===== src/rtl/pfb_pkg.sv =====
package pfb_pkg;

   // Outcome of the second stage for one request
   typedef enum logic [2:0] {
      ACT_IDLE    = 3'd0,
      ACT_HIT     = 3'd1,
      ACT_MERGE   = 3'd2,
      ACT_UPGRADE = 3'd3,
      ACT_ALLOC   = 3'd4
   } pfb_act_e;

endpackage


===== src/rtl/pfb_lookup.sv =====
// Request pipeline: the acceptance cycle launches the tag lookup, the
// following cycle holds the request while the tag answer arrives.
module pfb_lookup #(
   parameter int unsigned LINE_W = 27
) (
   input  logic              clk,
   input  logic              rst_n,
   input  logic              req_fire,
   input  logic [LINE_W-1:0] req_line,
   input  logic              req_excl,
   output logic              s2_valid,
   output logic [LINE_W-1:0] s2_line,
   output logic              s2_excl
);

   always_ff @(posedge clk) begin
      if (!rst_n) begin
         s2_valid <= 1'b0;
      end else begin
         s2_valid <= req_fire;
      end
   end

   always_ff @(posedge clk) begin
      if (req_fire) begin
         s2_line <= req_line;
         s2_excl <= req_excl;
      end
   end

endmodule


===== src/rtl/pfb_match.sv =====
// Compares the resolved request against every queued entry and picks
// one action: drop on hit, merge, upgrade in place, or allocate.
module pfb_match
   import pfb_pkg::*;
#(
   parameter int unsigned DEPTH  = 8,
   parameter int unsigned LINE_W = 27,
   parameter int unsigned PW     = 3
) (
   input  logic              s2_valid,
   input  logic [LINE_W-1:0] s2_line,
   input  logic              s2_excl,
   input  logic              tag_hit,
   input  logic [DEPTH-1:0]  ent_vld,
   input  logic [DEPTH-1:0]  ent_sent,
   input  logic [DEPTH-1:0]  ent_excl,
   input  logic [LINE_W-1:0] ent_line [DEPTH],
   input  logic [PW-1:0]     head_ptr,
   output pfb_act_e          act,
   output logic [PW-1:0]     upg_idx
);

   logic [DEPTH-1:0] same;
   logic [DEPTH-1:0] locked;
   logic [DEPTH-1:0] open_shared;

   for (genvar i = 0; i < DEPTH; i++) begin : g_cmp
      assign same[i]        = ent_vld[i] && (ent_line[i] == s2_line);
      // the head entry is on the memory port, so its payload is frozen
      assign locked[i]      = ent_sent[i] || (head_ptr == PW'(i));
      assign open_shared[i] = same[i] && !ent_excl[i] && !locked[i];
   end

   logic any_excl;
   logic any_shared;
   logic any_open;

   assign any_excl   = |(same & ent_excl);
   assign any_shared = |(same & ~ent_excl);
   assign any_open   = |open_shared;

   always_comb begin
      upg_idx = '0;
      for (int i = 0; i < DEPTH; i++) begin
         if (open_shared[i]) upg_idx = PW'(i);
      end
   end

   always_comb begin
      if (!s2_valid)                  act = ACT_IDLE;
      else if (tag_hit)               act = ACT_HIT;
      else if (any_excl)              act = ACT_MERGE;
      else if (s2_excl && any_open)   act = ACT_UPGRADE;
      else if (!s2_excl && any_shared) act = ACT_MERGE;
      else                            act = ACT_ALLOC;
   end

endmodule


===== src/rtl/pfb_store.sv =====
// Circular entry store with in-order issue over valid/ready.
module pfb_store #(
   parameter int unsigned DEPTH  = 8,
   parameter int unsigned LINE_W = 27,
   parameter int unsigned PW     = 3,
   parameter int unsigned CW     = 4
) (
   input  logic              clk,
   input  logic              rst_n,
   input  logic              alloc,
   input  logic [LINE_W-1:0] alloc_line,
   input  logic              alloc_excl,
   input  logic              upg,
   input  logic [PW-1:0]     upg_idx,
   input  logic              mem_ready,
   output logic [DEPTH-1:0]  ent_vld,
   output logic [DEPTH-1:0]  ent_sent,
   output logic [DEPTH-1:0]  ent_excl,
   output logic [LINE_W-1:0] ent_line [DEPTH],
   output logic [PW-1:0]     head_ptr,
   output logic [CW-1:0]     occ,
   output logic              mem_valid,
   output logic [LINE_W-1:0] mem_line,
   output logic              mem_excl
);

   logic [PW-1:0] wr_ptr;
   logic [PW-1:0] rd_ptr;
   logic [CW-1:0] occ_q;
   logic          fire;

   assign mem_valid = ent_vld[rd_ptr];
   assign mem_line  = ent_line[rd_ptr];
   assign mem_excl  = ent_excl[rd_ptr];
   assign fire      = mem_valid && mem_ready;
   assign head_ptr  = rd_ptr;
   assign occ       = occ_q;

   for (genvar i = 0; i < DEPTH; i++) begin : g_ent
      logic              v_q;
      logic              s_q;
      logic              x_q;
      logic [LINE_W-1:0] l_q;
      logic              wr_here;
      logic              rd_here;

      assign wr_here = alloc && (wr_ptr == PW'(i));
      assign rd_here = rd_ptr == PW'(i);

      always_ff @(posedge clk) begin
         if (!rst_n) begin
            v_q <= 1'b0;
            s_q <= 1'b0;
         end else if (wr_here) begin
            v_q <= 1'b1;
            s_q <= 1'b0;
         end else if (rd_here && fire) begin
            v_q <= 1'b0;
            s_q <= 1'b0;
         end else if (rd_here && v_q) begin
            s_q <= 1'b1;
         end
      end

      always_ff @(posedge clk) begin
         if (wr_here) begin
            x_q <= alloc_excl;
            l_q <= alloc_line;
         end else if (upg && (upg_idx == PW'(i))) begin
            x_q <= 1'b1;
         end
      end

      assign ent_vld[i]  = v_q;
      assign ent_sent[i] = s_q;
      assign ent_excl[i] = x_q;
      assign ent_line[i] = l_q;
   end

   always_ff @(posedge clk) begin
      if (!rst_n) begin
         wr_ptr <= '0;
         rd_ptr <= '0;
         occ_q  <= '0;
      end else begin
         if (alloc) wr_ptr <= (wr_ptr == PW'(DEPTH - 1)) ? '0 : wr_ptr + PW'(1);
         if (fire)  rd_ptr <= (rd_ptr == PW'(DEPTH - 1)) ? '0 : rd_ptr + PW'(1);
         occ_q <= occ_q + CW'(alloc) - CW'(fire);
      end
   end

endmodule


===== src/rtl/pf_issue_buf.sv =====
module pf_issue_buf
   import pfb_pkg::*;
#(
   parameter int unsigned ADDR_W     = 32,
   parameter int unsigned LINE_BYTES = 32,
   parameter int unsigned DEPTH      = 8,
   localparam int unsigned OFF_W     = $clog2(LINE_BYTES),
   localparam int unsigned LINE_W    = ADDR_W - OFF_W
) (
   input  logic              clk,
   input  logic              rst_n,
   input  logic              pf_valid,
   output logic              pf_ready,
   input  logic [ADDR_W-1:0] pf_addr,
   input  logic              pf_excl,
   output logic              tag_lookup,
   output logic [LINE_W-1:0] tag_line,
   input  logic              tag_hit,
   output logic              mem_valid,
   input  logic              mem_ready,
   output logic [LINE_W-1:0] mem_line,
   output logic              mem_excl
);

   localparam int unsigned PW = $clog2(DEPTH);
   localparam int unsigned CW = $clog2(DEPTH + 1);

   if (DEPTH < 2) begin : g_bad_depth
      $error("pf_issue_buf: DEPTH must be at least 2");
   end
   if (LINE_BYTES < 2 || (LINE_BYTES & (LINE_BYTES - 1)) != 0) begin : g_bad_line
      $error("pf_issue_buf: LINE_BYTES must be a power of two, at least 2");
   end
   if (ADDR_W <= OFF_W) begin : g_bad_addr
      $error("pf_issue_buf: ADDR_W must exceed the line offset width");
   end

   logic              req_fire;
   logic              s2_valid;
   logic [LINE_W-1:0] s2_line;
   logic              s2_excl;
   logic [DEPTH-1:0]  ent_vld;
   logic [DEPTH-1:0]  ent_sent;
   logic [DEPTH-1:0]  ent_excl;
   logic [LINE_W-1:0] ent_line [DEPTH];
   logic [PW-1:0]     head_ptr;
   logic [CW-1:0]     occ;
   pfb_act_e          act;
   logic [PW-1:0]     upg_idx;
   logic              alloc;
   logic              upg;
   logic              unused_offset;

   assign unused_offset = ^pf_addr[OFF_W-1:0];

   // a request awaiting its tag answer holds a reserved slot
   assign pf_ready   = ({1'b0, occ} + {{CW{1'b0}}, s2_valid}) < (CW + 1)'(DEPTH);
   assign req_fire   = pf_valid && pf_ready;
   assign tag_lookup = req_fire;
   assign tag_line   = pf_addr[ADDR_W-1:OFF_W];

   assign alloc = act == ACT_ALLOC;
   assign upg   = act == ACT_UPGRADE;

   pfb_lookup #(.LINE_W(LINE_W)) u_lookup (
      .clk      (clk),
      .rst_n    (rst_n),
      .req_fire (req_fire),
      .req_line (tag_line),
      .req_excl (pf_excl),
      .s2_valid (s2_valid),
      .s2_line  (s2_line),
      .s2_excl  (s2_excl)
   );

   pfb_match #(.DEPTH(DEPTH), .LINE_W(LINE_W), .PW(PW)) u_match (
      .s2_valid (s2_valid),
      .s2_line  (s2_line),
      .s2_excl  (s2_excl),
      .tag_hit  (tag_hit),
      .ent_vld  (ent_vld),
      .ent_sent (ent_sent),
      .ent_excl (ent_excl),
      .ent_line (ent_line),
      .head_ptr (head_ptr),
      .act      (act),
      .upg_idx  (upg_idx)
   );

   pfb_store #(.DEPTH(DEPTH), .LINE_W(LINE_W), .PW(PW), .CW(CW)) u_store (
      .clk        (clk),
      .rst_n      (rst_n),
      .alloc      (alloc),
      .alloc_line (s2_line),
      .alloc_excl (s2_excl),
      .upg        (upg),
      .upg_idx    (upg_idx),
      .mem_ready  (mem_ready),
      .ent_vld    (ent_vld),
      .ent_sent   (ent_sent),
      .ent_excl   (ent_excl),
      .ent_line   (ent_line),
      .head_ptr   (head_ptr),
      .occ        (occ),
      .mem_valid  (mem_valid),
      .mem_line   (mem_line),
      .mem_excl   (mem_excl)
   );

endmodule


===== config.mk =====
export PLATFORM = sky130hd
export DESIGN_NAME = pf_issue_buf
export DESIGN_NICKNAME = d
export VERILOG_FILES = /design/src/rtl/pfb_pkg.sv /design/src/rtl/pfb_lookup.sv /design/src/rtl/pfb_match.sv /design/src/rtl/pfb_store.sv /design/src/rtl/pf_issue_buf.sv
export SDC_FILE = /design/constraint.sdc
export NUM_CORES = 1
export LEC_CHECK = 0
export BUFFER_PORTS_ARGS = -buffer_cell sky130_fd_sc_hd__buf_2
export CAP_MARGIN = 20
export CELL_PAD_IN_SITES_DETAIL_PLACEMENT = 0
export CELL_PAD_IN_SITES_GLOBAL_PLACEMENT = 1
export CORE_MARGIN = 8
export CORE_UTILIZATION = 51
export DETAILED_ROUTE_END_ITERATION = 12
export GPL_TIMING_DRIVEN = 0
export PLACE_DENSITY_LB_ADDON = 0.12
export SLEW_MARGIN = 20
export SYNTH_ARGS = -nofsm -noshare
export SYNTH_HDL_FRONTEND = slang
export SYNTH_SLANG_ARGS = --single-unit

===== constraint.sdc =====
create_clock -name clk -period 4.5 [get_ports clk]
set_input_delay 0.225 -clock clk [delete_from_list [all_inputs] [get_ports clk]]
set_output_delay 0.225 -clock clk [all_outputs]
set_load 0.01 [all_outputs]

==> impl_metrics.prom <==
# TYPE chip_impl_metric gauge
chip_impl_info{name="critical_path.startpoint",value="u_lookup.s2_line[20]"} 1
chip_impl_metric{name="design_area",unit="sq um"} 16500
chip_impl_metric{name="ys_warn_count",unit=""} 0
chip_impl_info{name="kind_of_end_point_of_the_critical_path",value="register"} 1
chip_impl_metric{name="worst_slack",unit="ns"} 0.216
chip_impl_metric{name="multi_input_area",unit="sq um"} 5370
chip_impl_metric{name="synth.yosys.seq_area_share",unit="%"} 57.8
chip_impl_metric{name="leakage",unit="uW"} 0.00554
chip_impl_metric{name="ioPinCount",unit=""} 96
chip_impl_metric{name="cap_violations",unit=""} 0
chip_impl_metric{name="post-dp-hpwl",unit="um"} 31900
chip_impl_metric{name="layout.core_utilization",unit="%"} 61.3
chip_impl_metric{name="fp.dieW",unit="um"} 182
chip_impl_metric{name="synthArstFlopShare",unit="%"} 0
chip_impl_metric{name="synth.avg_cell_area",unit="sq um"} 13.9
chip_impl_metric{name="nFillCells",unit=""} 2111
chip_impl_metric{name="clkTransAtPathRegs",unit="ns"} 0.06
chip_impl_metric{name="number_of_antenna_violations_at_the_first_check_in_global_routing",unit=""} 0
chip_impl_metric{name="netlist.area_leader.share",unit="%"} 53.9
chip_impl_metric{name="global_route.usage.total",unit="%"} 25.9
chip_impl_metric{name="globalRouteOverflowTotal",unit=""} 0
chip_impl_metric{name="placeableCoreArea",unit="sq um"} 27000
chip_impl_metric{name="clk_latency",unit="ns"} 0.58
chip_impl_metric{name="mappedNetlistArea",unit="sq um"} 14000
chip_impl_metric{name="global_route_wire_length_before_repair",unit="um"} 62700
chip_impl_metric{name="wl_per_cell",unit="um"} 28.1
chip_impl_metric{name="power_frac_clock",unit="%"} 40.6
chip_impl_metric{name="critical_path_peak_fanout",unit=""} 10
chip_impl_metric{name="number_of_global_route_vias_before_repair",unit=""} 9299
chip_impl_metric{name="route.antenna.remaining_nets",unit=""} 0
chip_impl_metric{name="dr.first_iter.drc_count",unit=""} 910
chip_impl_metric{name="synth_edf_count",unit=""} 252
chip_impl_info{name="regToRegEndpoint",value="u_store.occ[2]"} 1
chip_impl_metric{name="die_height",unit="um"} 182
chip_impl_info{name="outcome",value="completed"} 1
chip_impl_info{name="critPathCapture",value="u_store.occ[2]"} 1
chip_impl_metric{name="sw_frac_of_total",unit="%"} 24.4
chip_impl_metric{name="initial_utilization",unit="%"} 52.1
chip_impl_metric{name="vdd_ir_drop_max",unit="mV"} 0.292
chip_impl_info{name="grt_setup_unrepaired",value="false"} 1
chip_impl_metric{name="rrSetupSlack",unit="ns"} 0.22
chip_impl_metric{name="timing.slew.headroom",unit="%"} 27.9
chip_impl_metric{name="layout_cell_share_with_drive_strength_beyond_1",unit="%"} 24.2
chip_impl_metric{name="hold_violations",unit=""} 0
chip_impl_metric{name="vias_per_cell",unit=""} 6.02
chip_impl_info{name="yosysMostFrequentCell",value="edfxtp_1"} 1
chip_impl_metric{name="areaGrowthSynthToFinish",unit="%"} 17.7
chip_impl_metric{name="netlist_instances",unit=""} 1008
chip_impl_metric{name="fin_crit_sh",unit="%"} 95.2
chip_impl_metric{name="std_cell_rows",unit=""} 60
chip_impl_metric{name="final-setup-viol-count",unit=""} 0
chip_impl_metric{name="register_cell_area_after_layout",unit="sq um"} 8110
chip_impl_info{name="startpoint_type",value="register"} 1
chip_impl_metric{name="grt_max_degree",unit=""} 21
chip_impl_metric{name="yosys.cell_types.count",unit=""} 50
chip_impl_info{name="timing.hold.worst.class",value="in2reg"} 1
chip_impl_info{name="path_class",value="reg2reg"} 1
chip_impl_metric{name="insertedDiodeCount",unit=""} 0
chip_impl_info{name="tritoncts_clock_tree",value="built"} 1
chip_impl_metric{name="numCtsBuffers",unit=""} 31
chip_impl_info{name="ys_dominant_reg_cell",value="edfxtp_1"} 1
chip_impl_metric{name="detailedPlace.worstSlack",unit="ns"} -0.568
chip_impl_metric{name="die-area",unit="sq um"} 33100
chip_impl_metric{name="num-nets-final",unit=""} 1227
chip_impl_metric{name="post-cts-setup-buffer-count",unit=""} 0
chip_impl_metric{name="postPlaceCellArea",unit="sq um"} 15200
chip_impl_info{name="synth.cells.most_frequent",value="edfxtp_1 (252), xnor2_1 (192), nand2_1 (110)"} 1
chip_impl_metric{name="synth-seq-cells",unit=""} 279
chip_impl_metric{name="comb_power_share",unit="%"} 11.4
chip_impl_metric{name="nets_in_the_synthesized_netlist",unit=""} 1065
chip_impl_metric{name="slew_violations",unit=""} 0
chip_impl_metric{name="tritoncts_num_sinks",unit=""} 279
chip_impl_metric{name="intPower",unit="uW"} 4680
chip_impl_metric{name="buffer_ports.inserted",unit=""} 90
chip_impl_metric{name="drt_first_pass_iters",unit=""} 6
chip_impl_metric{name="max_freq",unit="GHz"} 0.233
chip_impl_metric{name="clock_path_buffers",unit=""} 3
chip_impl_info{name="synth_top_cells_by_area",value="edfxtp_1 (54%), xnor2_1 (12%), mux4_2 (9.3%)"} 1
chip_impl_metric{name="number_of_vias_in_the_routed_layout",unit=""} 9224
chip_impl_metric{name="power_per_cell_area",unit="nW/um^2"} 375
chip_impl_metric{name="tightest_slew",unit="ns"} 1.07
chip_impl_metric{name="fin_worst_skew",unit="ns"} 0.0285
chip_impl_metric{name="gp_congestion",unit=""} 0.965
chip_impl_metric{name="totalWireLength",unit="um"} 43000
chip_impl_metric{name="timing.critical_path.arrival",unit="ns"} 4.71
chip_impl_metric{name="route.detailed.drc",unit=""} 0
chip_impl_metric{name="final_period_minus_worst_setup_slack",unit="ns"} 4.28
chip_impl_info{name="synth_largest_area_cell",value="edfxtp_1"} 1
chip_impl_metric{name="h_tree_level_count",unit=""} 1
chip_impl_metric{name="seq_power_share",unit="%"} 48.0
chip_impl_info{name="clock-root-buffer",value="clkbuf_16"} 1
chip_impl_metric{name="r2r.worst_path.cells",unit=""} 14
chip_impl_metric{name="crit_required",unit="ns"} 4.93
chip_impl_metric{name="switchingPower",unit="uW"} 1510
chip_impl_info{name="r2r_start",value="u_lookup.s2_line[20]"} 1
metal layers:
layer | vias up | GRT usage, % | part of all wire (%) | wire [um]
met5 | - | 0 | 0 | 0
met2 | 477 | 41.9 | 47 | 20100
met4 | 0 | 7.35 | 3.0 | 1310
met3 | 83 | 4.53 | 9.0 | 3860
met1 | 4622 | 35.4 | 41 | 17700
li1 | 4042 | - | - | -
power by group through the flow:
| stage | clock network [uW] | logic [uW] | registers, uW |
|---|---|---|---|
| floorplan | 0 | 428 | 3000 |
| global placement | 0 | 661 | 3030 |
| detailed placement | 0 | 678 | 3030 |
| CTS | 2540 | 701 | 2970 |
| global route | 2620 | 746 | 2980 |
| finish | 2510 | 706 | 2970 |
flip-flops by register name, summed over array words and instances, names as in the netlist:
register / cells
u_lookup.s2_line: 27
u_store.wr_ptr: 3
u_store.g_ent.s_q: 8
u_lookup.s2_excl: 1
u_store.g_ent.l_q: 216
u_store.head_ptr: 3
u_store.occ: 4
u_store.g_ent.x_q: 8
u_store.g_ent.v_q: 8
u_lookup.s2_valid: 1
metrics by stage:
| step | power, uW | hold WS [ns] | std cells | TNS, ns |
|---|---|---|---|---|
| floorplan | 3430 | 0.324 | 1008 | 0 |
| global placement | 3690 | 0.403 | 1439 | -417.22 |
| detailed placement | 3700 | 0.416 | 1449 | -71.81 |
| CTS | 6210 | 0.344 | 1533 | 0 |
| global route | 6350 | 0.358 | 1533 | 0 |
| finish | 6190 | 0.363 | 1533 | 0 |
worst min-delay path by stage:
stage | start | slack (ns) | endpoint | cells past startpoint
floorplan | pf_excl | 0.32 | u_lookup.s2_excl | 0
global placement | pf_excl | 0.40 | u_lookup.s2_excl | 1
detailed placement | pf_excl | 0.42 | u_lookup.s2_excl | 1
CTS | mem_ready | 0.34 | u_store.g_ent[7].v_q | 6
global route | pf_excl | 0.36 | u_lookup.s2_excl | 2
finish | pf_excl | 0.36 | u_lookup.s2_excl | 2
logic make-up after synthesis:
group,Yosys count,synth area share [%]
flops,279,57.8
fa+ha+maj,19,1.75
compound gates,61,3.30
simple gates,265,9.56
xor+xnor,217,13.6
mux,60,9.45
buf+inv,107,4.56
critical path: stages, from the launching register on:
cell       delay (ns)
edfxtp_1         0.51
buf_4            0.24
xnor2_1          0.40
o2111ai_1        0.20
nor4_1           0.74
nand4_1          0.32
o2111a_2         0.26
nor4b_4          0.15
o21ai_4          0.25
inv_2            0.07
buf_6            0.15
ha_1             0.23
fa_1             0.41
xnor2_1          0.16
nor2_1           0.05
repair_timing:
action,in CTS,in global routing
resized for setup,2,6
hold buffers,30,0
hold endpoints to repair,30,0
setup endpoints to repair,228,41
cell usage in the layout (no fill, tap or decap), types with 5 or more instances in the layout:
master	count
nor3_1	7
nor2_1	15
nand4b_1	5
clkinv_2	8
a21oi_1	10
ha_1	18
o31ai_1	8
buf_4	50
nand3_1	29
mux4_2	58
o21ai_0	9
dfxtp_1	27
xnor2_1	190
nand4_1	53
nor2_4	8
nor2b_1	5
or3_1	6
xor2_1	24
clkbuf_16	31
nand2_1	110
buf_6	7
buf_1	5
clkinv_1	6
dlygate4sd3_1	30
clkbuf_1	22
inv_1	21
nor4_1	13
buf_2	93
edfxtp_1	252
buf_16	5
final cells by class:
type | instances | area share [%]
Timing Repair Buffer | 130 | 5.93
Clock inverter | 19 | 1.23
Inverter | 22 | 0.500
Tap cell | 341 | 2.58
Multi-Input combinational cell | 622 | 32.5
Buffer | 84 | 3.39
Clock buffer | 36 | 4.81
Sequential cell | 279 | 49.1
(Power assumes the default switching activity.)
